[src/rtl/bitrev_agu_pkg.sv]
package bitrev_agu_pkg;

   typedef enum logic [2:0] {
      AM_DIRECT  = 3'd0,
      AM_IND     = 3'd1,
      AM_POSTDEC = 3'd2,
      AM_POSTINC = 3'd3,
      AM_PREDEC  = 3'd4,
      AM_PREINC  = 3'd5,
      AM_OFFSET  = 3'd6,
      AM_RSVD    = 3'd7
   } amode_e;

   function automatic logic is_inc_mode(input amode_e m);
      return (m == AM_POSTINC) || (m == AM_PREINC);
   endfunction

endpackage

[src/rtl/bitrev_agu_qualify.sv]
module bitrev_agu_qualify
   import bitrev_agu_pkg::*;
#(
   parameter int IDX_W     = 4,
   parameter int STACK_IDX = 15
) (
   input  logic             brev_en,
   input  logic [IDX_W-1:0] reg_idx,
   input  logic             is_write,
   input  logic             is_word,
   input  amode_e           mode,
   output logic             engage
);
   localparam logic [IDX_W-1:0] STACK_CODE = IDX_W'(STACK_IDX);

   logic not_stack;
   logic access_ok;

   always_comb begin
      not_stack = (reg_idx != STACK_CODE);
      access_ok = is_write && is_word && is_inc_mode(mode);
      engage    = brev_en && not_stack && access_ok;
   end
endmodule

[src/rtl/bitrev_agu_revadd.sv]
module bitrev_agu_revadd #(
   parameter int W = 15
) (
   input  logic [W-1:0] a,
   input  logic [W-1:0] b,
   output logic [W-1:0] sum
);
   // cin[i] is the carry arriving at bit i from bit i+1 (reverse direction)
   logic [W-1:0] cin;

   assign cin[W-1] = 1'b0;

   for (genvar i = W - 1; i >= 1; i--) begin : g_bit
      assign sum[i]   = a[i] ^ b[i] ^ cin[i];
      assign cin[i-1] = (a[i] & b[i]) | (cin[i] & (a[i] ^ b[i]));
   end

   assign sum[0] = a[0] ^ b[0] ^ cin[0];
endmodule

[src/rtl/bitrev_agu_normal.sv]
module bitrev_agu_normal
   import bitrev_agu_pkg::*;
#(
   parameter int AW = 16
) (
   input  amode_e          mode,
   input  logic [AW-1:0]   ptr,
   input  logic [AW-1:0]   offset,
   input  logic            is_word,
   output logic [AW-1:0]   nxt,
   output logic            ea_from_nxt,
   output logic            wb_req
);
   localparam int STEP_PAD = AW - 2;

   logic [AW-1:0] step;

   always_comb begin
      step        = {{STEP_PAD{1'b0}}, is_word, ~is_word};
      nxt         = ptr;
      ea_from_nxt = 1'b0;
      wb_req      = 1'b0;
      unique case (mode)
         AM_POSTINC: begin nxt = ptr + step; wb_req = 1'b1; end
         AM_PREINC:  begin nxt = ptr + step; wb_req = 1'b1; ea_from_nxt = 1'b1; end
         AM_POSTDEC: begin nxt = ptr - step; wb_req = 1'b1; end
         AM_PREDEC:  begin nxt = ptr - step; wb_req = 1'b1; ea_from_nxt = 1'b1; end
         AM_OFFSET:  begin nxt = ptr + offset; ea_from_nxt = 1'b1; end
         default:    begin nxt = ptr; end
      endcase
   end
endmodule

[src/rtl/bitrev_agu_modulo.sv]
module bitrev_agu_modulo #(
   parameter int AW = 16
) (
   input  logic            en,
   input  logic [AW-1:0]   addr,
   input  logic [AW-1:0]   lo,
   input  logic [AW-1:0]   hi,
   output logic [AW-1:0]   fixed
);
   logic [AW-1:0] span;
   logic          over;
   logic          under;

   always_comb begin
      span  = hi - lo + AW'(1);
      over  = addr > hi;
      under = addr < lo;
      if (en && over)
         fixed = addr - span;
      else if (en && under)
         fixed = addr + span;
      else
         fixed = addr;
   end
endmodule

[src/rtl/bitrev_agu.sv]
module bitrev_agu
   import bitrev_agu_pkg::*;
#(
   parameter int AW        = 16,
   parameter int PW        = 15,
   parameter int IDX_W     = 4,
   parameter int STACK_IDX = 15,
   parameter bit OUT_REG   = 1'b1
) (
   input  logic             clk,
   input  logic             rst_n,
   input  logic             req_valid,
   input  logic             req_write,
   input  logic             req_word,
   input  logic [2:0]       req_mode,
   input  logic [IDX_W-1:0] req_reg_idx,
   input  logic [AW-1:0]    req_ptr,
   input  logic [AW-1:0]    req_offset,
   input  logic             req_brev_en,
   input  logic [PW-1:0]    req_brev_pivot,
   input  logic             req_mod_en,
   input  logic [AW-1:0]    req_mod_start,
   input  logic [AW-1:0]    req_mod_end,
   output logic             ea_valid,
   output logic [AW-1:0]    ea_addr,
   output logic             wb_en,
   output logic [AW-1:0]    wb_value,
   output logic             brev_active
);
   localparam int WAW = AW - 1;

   if (PW != WAW) begin : g_bad_pw
      $error("pivot width must equal word-address width");
   end
   if (AW < 4) begin : g_bad_aw
      $error("address width too small");
   end
   if (STACK_IDX >= (1 << IDX_W)) begin : g_bad_idx
      $error("stack index does not fit the register index");
   end

   amode_e        mode;
   logic          engage;
   logic [AW-1:0] nrm_nxt;
   logic          nrm_ea_nxt;
   logic          nrm_wb;
   logic [AW-1:0] mod_fixed;
   logic [WAW-1:0] rev_sum;
   logic [AW-1:0] rev_byte;
   logic [AW-1:0] ptr_even;

   logic [AW-1:0] c_ea;
   logic [AW-1:0] c_wb;
   logic          c_wb_en;
   logic          c_brev;

   assign mode = amode_e'(req_mode);

   bitrev_agu_qualify #(.IDX_W(IDX_W), .STACK_IDX(STACK_IDX)) u_qual (
      .brev_en  (req_brev_en),
      .reg_idx  (req_reg_idx),
      .is_write (req_write),
      .is_word  (req_word),
      .mode     (mode),
      .engage   (engage)
   );

   bitrev_agu_normal #(.AW(AW)) u_norm (
      .mode        (mode),
      .ptr         (req_ptr),
      .offset      (req_offset),
      .is_word     (req_word),
      .nxt         (nrm_nxt),
      .ea_from_nxt (nrm_ea_nxt),
      .wb_req      (nrm_wb)
   );

   bitrev_agu_modulo #(.AW(AW)) u_mod (
      .en    (req_mod_en && !engage),
      .addr  (nrm_nxt),
      .lo    (req_mod_start),
      .hi    (req_mod_end),
      .fixed (mod_fixed)
   );

   bitrev_agu_revadd #(.W(WAW)) u_rev (
      .a   (req_ptr[AW-1:1]),
      .b   (req_brev_pivot),
      .sum (rev_sum)
   );

   always_comb begin
      rev_byte = {rev_sum, 1'b0};
      ptr_even = {req_ptr[AW-1:1], 1'b0};
      c_brev   = req_valid && engage;
      c_wb_en  = 1'b0;
      c_ea     = '0;
      c_wb     = '0;
      if (req_valid) begin
         if (engage) begin
            c_ea    = (mode == AM_PREINC) ? rev_byte : ptr_even;
            c_wb    = rev_byte;
            c_wb_en = 1'b1;
         end else begin
            c_ea    = nrm_ea_nxt ? mod_fixed : req_ptr;
            c_wb    = nrm_wb ? mod_fixed : '0;
            c_wb_en = nrm_wb;
         end
      end
   end

   if (OUT_REG) begin : g_reg
      always_ff @(posedge clk) begin
         if (!rst_n) begin
            ea_valid    <= 1'b0;
            ea_addr     <= '0;
            wb_en       <= 1'b0;
            wb_value    <= '0;
            brev_active <= 1'b0;
         end else begin
            ea_valid    <= req_valid;
            ea_addr     <= c_ea;
            wb_en       <= c_wb_en;
            wb_value    <= c_wb;
            brev_active <= c_brev;
         end
      end

      function automatic logic [AW-1:0] span_mask(input logic [PW-1:0] p);
         logic [PW-1:0] s;
         s = p;
         for (int i = 1; i < PW; i++) s = s | (s >> 1);
         return {s, 1'b1};
      endfunction

      p_valid_pipe_r10: assert property (@(posedge clk) disable iff (!rst_n)
         $past(rst_n) |-> (ea_valid == $past(req_valid)));

      p_qualify_r1: assert property (@(posedge clk) disable iff (!rst_n)
         brev_active |-> ($past(req_reg_idx) != IDX_W'(STACK_IDX))
                         && $past(req_write) && $past(req_word) && $past(req_brev_en));

      p_lsb_clear_r5: assert property (@(posedge clk) disable iff (!rst_n)
         brev_active |-> (!ea_addr[0] && !wb_value[0] && wb_en));

      p_post_ea_r2: assert property (@(posedge clk) disable iff (!rst_n)
         (brev_active && $past(req_mode) == 3'(AM_POSTINC))
            |-> (ea_addr == {$past(req_ptr[AW-1:1]), 1'b0}));

      p_pre_same_r3: assert property (@(posedge clk) disable iff (!rst_n)
         (brev_active && $past(req_mode) == 3'(AM_PREINC)) |-> (ea_addr == wb_value));

      p_high_bits_r6: assert property (@(posedge clk) disable iff (!rst_n)
         brev_active |-> (((wb_value ^ {$past(req_ptr[AW-1:1]), 1'b0})
                           & ~span_mask($past(req_brev_pivot))) == '0));

      p_offset_nowb_r8: assert property (@(posedge clk) disable iff (!rst_n)
         (ea_valid && $past(req_mode) == 3'(AM_OFFSET)) |-> !wb_en);
   end else begin : g_comb
      assign ea_valid    = req_valid;
      assign ea_addr     = c_ea;
      assign wb_en       = c_wb_en;
      assign wb_value    = c_wb;
      assign brev_active = c_brev;
   end
endmodule

[config.mk]
export PLATFORM = sky130hd
export DESIGN_NAME = bitrev_agu
export DESIGN_NICKNAME = d
export VERILOG_FILES = /design/src/rtl/bitrev_agu_pkg.sv /design/src/rtl/bitrev_agu_qualify.sv /design/src/rtl/bitrev_agu_revadd.sv /design/src/rtl/bitrev_agu_normal.sv /design/src/rtl/bitrev_agu_modulo.sv /design/src/rtl/bitrev_agu.sv
export SDC_FILE = /design/constraint.sdc
export NUM_CORES = 1
export LEC_CHECK = 0
export BUFFER_PORTS_ARGS = -buffer_cell sky130_fd_sc_hd__buf_4
export CELL_PAD_IN_SITES_DETAIL_PLACEMENT = 1
export CELL_PAD_IN_SITES_GLOBAL_PLACEMENT = 1
export CORE_ASPECT_RATIO = 1.4
export CORE_MARGIN = 5
export CORE_UTILIZATION = 45
export CTS_BUF_LIST = sky130_fd_sc_hd__clkbuf_4
export CTS_CLUSTER_DIAMETER = 100
export CTS_CLUSTER_SIZE = 20
export DETAILED_ROUTE_END_ITERATION = 8
export PLACE_DENSITY_LB_ADDON = 0.08
export RECOVER_POWER = 100
export SYNTH_ARGS = -nofsm -noshare
export SYNTH_HDL_FRONTEND = slang
export SYNTH_SLANG_ARGS = --single-unit
[constraint.sdc]
create_clock -name clk -period 10.2 [get_ports clk]
set_input_delay 1.53 -clock clk [delete_from_list [all_inputs] [get_ports clk]]
set_output_delay 1.53 -clock clk [all_outputs]
set_load 0.02 [all_outputs]
==> results of run 1 <==
cell usage in the layout (no fill, tap or decap), drive strengths merged, types with 20 or more instances in the layout:
master / Yosys / final
buf: 10 / 93
o21a: 26 / 26
o21ai: 53 / 53
nor2: 64 / 64
a21o: 21 / 21
dfxtp: 35 / 35
nand2: 58 / 58
clkbuf: 13 / 43
ha: 106 / 106
inv: 74 / 74
a21oi: 47 / 47
xnor2: 20 / 20
sequential cells by signal (all words and copies together) (netlist names):
name         flops
wb_en            1
ea_addr         16
ea_valid         1
brev_active      1
wb_value        16
how the worst max path moves through the flow:
| stage | startpoint | end | depth (start not counted) |
|---|---|---|---|
| CTS | req_ptr[15] | ea_addr[1] | 18 |
| global placement | req_ptr[15] | ea_addr[1] | 18 |
| detailed placement | req_ptr[15] | ea_addr[1] | 18 |
| floorplan | req_ptr[15] | ea_addr[1] | 17 |
| finish | req_mode[2] | ea_addr[13] | 23 |
| global route | req_mode[2] | ea_addr[13] | 22 |
final cells by class:
| cell class | count | area (um2) |
|---|---|---|
| fillers | 1656 | 6000 |
| multi-input cells | 629 | 4840 |
| repair buffers | 131 | 845 |
| flip-flops and latches | 35 | 701 |
| inverters | 74 | 278 |
| well taps | 178 | 223 |
| clock buffers | 5 | 37.5 |
| clock inverters | 2 | 8.76 |
| diodes | 1 | 2.50 |
per-stage QoR:
stage          hold slack (ps)  cell area [um2]  cells
2_1_floorplan             1660             5980    761
4_1_cts                   1440             7100   1054
3_5_place_dp              1820             7060   1047
3_3_place_gp              1810             7060   1047
6_report                  1430             6930   1055
5_1_grt                   1430             6930   1055
cell families after synthesis:
| group | after synthesis | synth area share, % |
|---|---|---|
| xor gates and xnor gates | 29 | 4.56 |
| buffers and inverters | 97 | 6.72 |
| and+or+nand+nor | 207 | 16.8 |
| adders and majority gates | 123 | 27.9 |
| muxes | 4 | 0.712 |
| DFF | 35 | 11.7 |
| AOI/OAI and AO/OA | 266 | 31.6 |
power breakdown:
part / internal, mW / switching [mW]
clock: 0.0245 / 0.0537
combinational: 0.290 / 0.469
sequential: 0.150 / 0.00389
total: 0.465 / 0.526
metal layers:
layer  global-route usage (%)  routed length, um  up-vias
li1                         -                  -     3021
met1                     29.7               8430     3074
met2                     53.0              11700      213
met3                     3.71               1180       61
met4                     10.7                802        0
met5                        0                  0        -
==> impl_metrics.json, run 1 <==
{
  "outcome": "finished, violations left",
  "failed_checks": "capacitance limit, slew limit",
  "grt-ovfl-total": 0,
  "post_cts_resize_count": 0,
  "grt_start_max_net_pins": 28,
  "synth-seq-area-share_pct": 11.7,
  "num_rows": 49,
  "power_uw": 991,
  "cts_sinks": 35,
  "cts-root-buf": "clkbuf_4",
  "vias": 6369,
  "gp_congestion": 0.881,
  "slowest_delay_ps": 610,
  "postSynth.asyncResetShare_pct": 0,
  "finalWirelength_um": 22200,
  "synth_area_leader_cell": "ha_1",
  "antenna_found_initial": 1,
  "synth_warnings": 0,
  "h-tree-depth": 2,
  "synthCells": 761,
  "synth_top_area_share_pct": 22.2,
  "start_util_pct": 46.2,
  "ctsHoldBuffers": 0,
  "setup_violations": 0,
  "area_growth_pct": 16.0,
  "drt_iter0_drc": 250,
  "holdPathEnd": "ea_addr[13]",
  "yosysMostFrequentCell": "ha_1",
  "fmax_ghz": 0.130,
  "synth_nets": 977,
  "wl_per_cell_um": 21.0,
  "rsz0062_at_grt": "false",
  "path_buf_inv": 1,
  "nets": 1092,
  "path_delay_family": "compound AO/OA/AOI/OAI gates",
  "critPathSlowestCell": "o21ai_0",
  "die_h_um": 146,
  "cts_buffers": 5,
  "period_minus_slack_ps": 7710,
  "hold_path.class": "input pin to flop",
  "synth_area_leaders": "ha_1 22%, dfxtp_1 12%, fa_1 5.7%",
  "pin_count": 128,
  "drive_gt1_share_pct": 13.7,
  "fin_setup_tns_ps": 0,
  "dp_hpwl_um": 18700,
  "ys_ff_latch": 35,
  "drv_cap": 1,
  "relSlewSlack_pct": -10.9,
  "crit_type": "input pin to flop",
  "hp-start": "req_ptr[13]",
  "power_density_mw_per_mm2": 143,
  "worstPathCellList": "clkbuf_1 -> nand2_1 -> nor2_1 -> o21ai_0 -> ha_1 -> fa_1 -> a21o_1 -> a21oi_1 -> o21a_1 -> o211ai_1 -> a21oi_1 -> xor2_1 -> o21ai_0 -> ha_1 -> nand2_1 -> nor4_1 -> a2111oi_0 -> o21a_1 -> a21o_1 -> nand2_1 -> o2111ai_1 -> a21oi_1 -> a221o_1",
  "endpoint_kind": "flop",
  "static-leakage-power_nw": 3.30,
  "clk_pin_slew_worst_paths_ps": 120,
  "yosys_most_used_dff": "dfxtp_1",
  "grt_pass1_wl_um": 34900,
  "clockBufferDepth": 2,
  "slew_violations": 11,
  "grt_pass1_vias": 6971,
  "core_area_mm2": 0.0129,
  "cp_max_fo": 21,
  "drtPass1Iterations": 5,
  "start_kind": "input pin",
  "die_x_um": 107,
  "post_cts_buffers": 0,
  "via_per_inst": 6.04,
  "die-area_mm2": 0.0157,
  "worst_pin_slew_ps": 1650,
  "synth_cell_types": 76,
  "synth_edf_count": 0,
  "hold_viol_final": 0,
  "dp_worst_setup_slack_ps": 2300,
  "drc_errors": 0,
  "postRouteAntennaNets": 0,
  "worstPathRequired_ps": 10470,
  "yosys-top-cells-count": "106 x ha_1, 74 x inv_1, 63 x nor2_1",
  "grt_usage_pct": 27.6,
  "fin_util_pct": 53.6,
  "vdd_drop_max_mv": 0.0521,
  "cts_tree": "done",
  "hold_path_depth": 2,
  "portBuffers": 127,
  "synth_area_per_cell_um2": 7.85,
  "crit_arrival_ps": 7980,
  "fin_ws_ps": 2490,
  "syn-cell-area_mm2": 0.00598,
  "fin_crit_sh_pct": 75.6
}
(Power assumes the default switching activity.)
==> inputs of run 2 (changes only) <==
--- a/config.mk
+++ b/config.mk
@@ -10,7 +10,7 @@
 export CELL_PAD_IN_SITES_GLOBAL_PLACEMENT = 1
 export CORE_ASPECT_RATIO = 1.4
 export CORE_MARGIN = 5
-export CORE_UTILIZATION = 45
+export CORE_UTILIZATION = 38
 export CTS_BUF_LIST = sky130_fd_sc_hd__clkbuf_4
 export CTS_CLUSTER_DIAMETER = 100
 export CTS_CLUSTER_SIZE = 20
==> constraint.sdc (replaced) <==
create_clock -name clk -period 6.4 [get_ports clk]
set_input_delay 0.96 -clock clk [delete_from_list [all_inputs] [get_ports clk]]
set_output_delay 0.96 -clock clk [all_outputs]
set_load 0.02 [all_outputs]
==> run 2 against run 1 <==
Routed wire length shrank 2.5%; largest power group unchanged; via count hardly changed; critical path type unchanged; largest cell class unchanged; first-iteration DRC count grew 14%; power up 67%; final area is 4.1% higher; the flow now finishes without violations.
==> impl_metrics.json, run 2 (synthesis gave the netlist of run 1 again) <==
{
  "die_h_um": 158,
  "drv_cap": 0,
  "slowest_delay_ps": 390,
  "h-tree-depth": 2,
  "die-area_mm2": 0.0184,
  "setup_violations": 0,
  "final_cell_mix": "116 x buf_4, 105 x ha_1, 74 x inv_1",
  "core_area_mm2": 0.0155,
  "path_buf_inv": 1,
  "relSlewSlack_pct": 26.8,
  "layout_commonest_cell": "buf_4",
  "power_mw": 1.66,
  "portBuffers": 127,
  "slew_violations": 0,
  "start_util_pct": 38.5,
  "num_rows": 54,
  "crit_arrival_ps": 6550,
  "clockBufferDepth": 2,
  "die_x_um": 116,
  "endpoint_kind": "flop",
  "dp_hpwl_um": 18800,
  "clk_pin_slew_worst_paths_ps": 130,
  "grt-ovfl-total": 0,
  "critPathSlowestCell": "fa_1",
  "fmax_ghz": 0.160,
  "seq_power_share_pct": 14.8,
  "cts_buffers": 5,
  "postRouteAntennaNets": 0,
  "post_cts_buffers": 0,
  "cts_sinks": 35,
  "drt_iter0_drc": 284,
  "rsz0062_at_grt": "false",
  "p_sw_uw": 837,
  "antenna_found_initial": 1,
  "worstPathRequired_ps": 6690,
  "worst_pin_slew_ps": 1090,
  "dp_worst_setup_slack_ps": -439,
  "hold_viol_final": 0,
  "cp_max_fo": 3,
  "drive_gt1_share_pct": 17.9,
  "start_kind": "input pin",
  "grt_pass1_wl_um": 33900,
  "drtPass1Iterations": 4,
  "cts_tree": "done",
  "grt_start_max_net_pins": 19,
  "path_delay_family": "adder cells",
  "crit_type": "input pin to flop",
  "cts-root-buf": "clkbuf_4",
  "hold_path.class": "input pin to flop",
  "fin_crit_sh_pct": 97.8,
  "combPwrFrac_pct": 75.4,
  "wl_per_cell_um": 19.7,
  "swShare_pct": 50.5,
  "area_growth_pct": 20.7,
  "fin_ws_ps": 141,
  "pin_count": 128,
  "nets": 1115,
  "largestRegisters": "ea_addr (16), wb_value (16)",
  "cp_common_cell": "fa_2",
  "grt_usage_pct": 23.2,
  "period_minus_slack_ps": 6260,
  "static-leakage-power_nw": 3.42,
  "grt_pass1_vias": 6778,
  "via_per_inst": 5.80,
  "outcome": "complete, no violations",
  "vdd_drop_max_mv": 0.121,
  "p_int_uw": 819,
  "drc_errors": 0,
  "power_density_mw_per_mm2": 230,
  "gp_congestion": 0.942,
  "finalWirelength_um": 21600,
  "worstPathCellList": "buf_4 -> ha_2 -> fa_2 -> fa_1 -> fa_2 -> fa_2 -> fa_2 -> fa_2 -> fa_2 -> fa_2 -> fa_2 -> fa_2 -> fa_2 -> fa_2 -> fa_2 -> xor2_2 -> a41o_1 -> a211oi_1",
  "clkPwrFrac_pct": 9.8,
  "vias": 6368
}
run 2: final timing paths:
kind                  depth (start not counted)        start  slack [ps]     endpoint
worst min-delay path                          2  req_ptr[13]         880  ea_addr[13]
worst max-delay path                         18  req_ptr[15]         140   ea_addr[1]
run 2: per-stage QoR:
step           setup TNS (ps)  instances  instance area [um2]  hold slack, ps  util (%)
2_1_floorplan               0        761                 6000            1090         -
3_3_place_gp             -871       1088                 7280            1240      46.8
3_5_place_dp            -1060       1088                 7280            1250      46.8
4_1_cts                     0       1096                 7360             855      47.4
5_1_grt                     0       1097                 7220             877      46.4
6_report                    0       1097                 7220             883      46.4
run 2: metal layers:
metal  track usage [%]  wire, um  vias to the layer above  part of all wire (%)
li1                  -         -                     3075                     -
met1              25.4      8580                     3090                    40
met2              45.8     11500                      156                    53
met3              1.90       773                       47                   3.6
met4              7.96       713                        0                   3.3
met5                 0         0                        -                     0
run 2: power by group through the flow:
stage	Clock, mW	Combinational (mW)	Sequential, mW
after CTS	0.167	1.27	0.246
after global placement	0	1.21	0.250
after global routing	0.175	1.38	0.247
after detailed placement	0	1.26	0.251
final	0.162	1.25	0.245
after floorplan	0	0.821	0.278
run 2: area by class of cell:
type	count	area, um2
diodes	1	2.50
multi-input cells	629	4890
well taps	196	245
clock buffers	5	37.5
flip-flops and latches	35	701
clock inverters	3	38.8
repair buffers	154	1020
inverters	74	278
fillers	1980	8320
run 2: what timing repair did:
item                                   in CTS  in global routing
resized for setup                           2                  4
hold buffers                                0                  0
setup endpoints to repair                   2                  9
endpoints found under the hold margin       0                  0
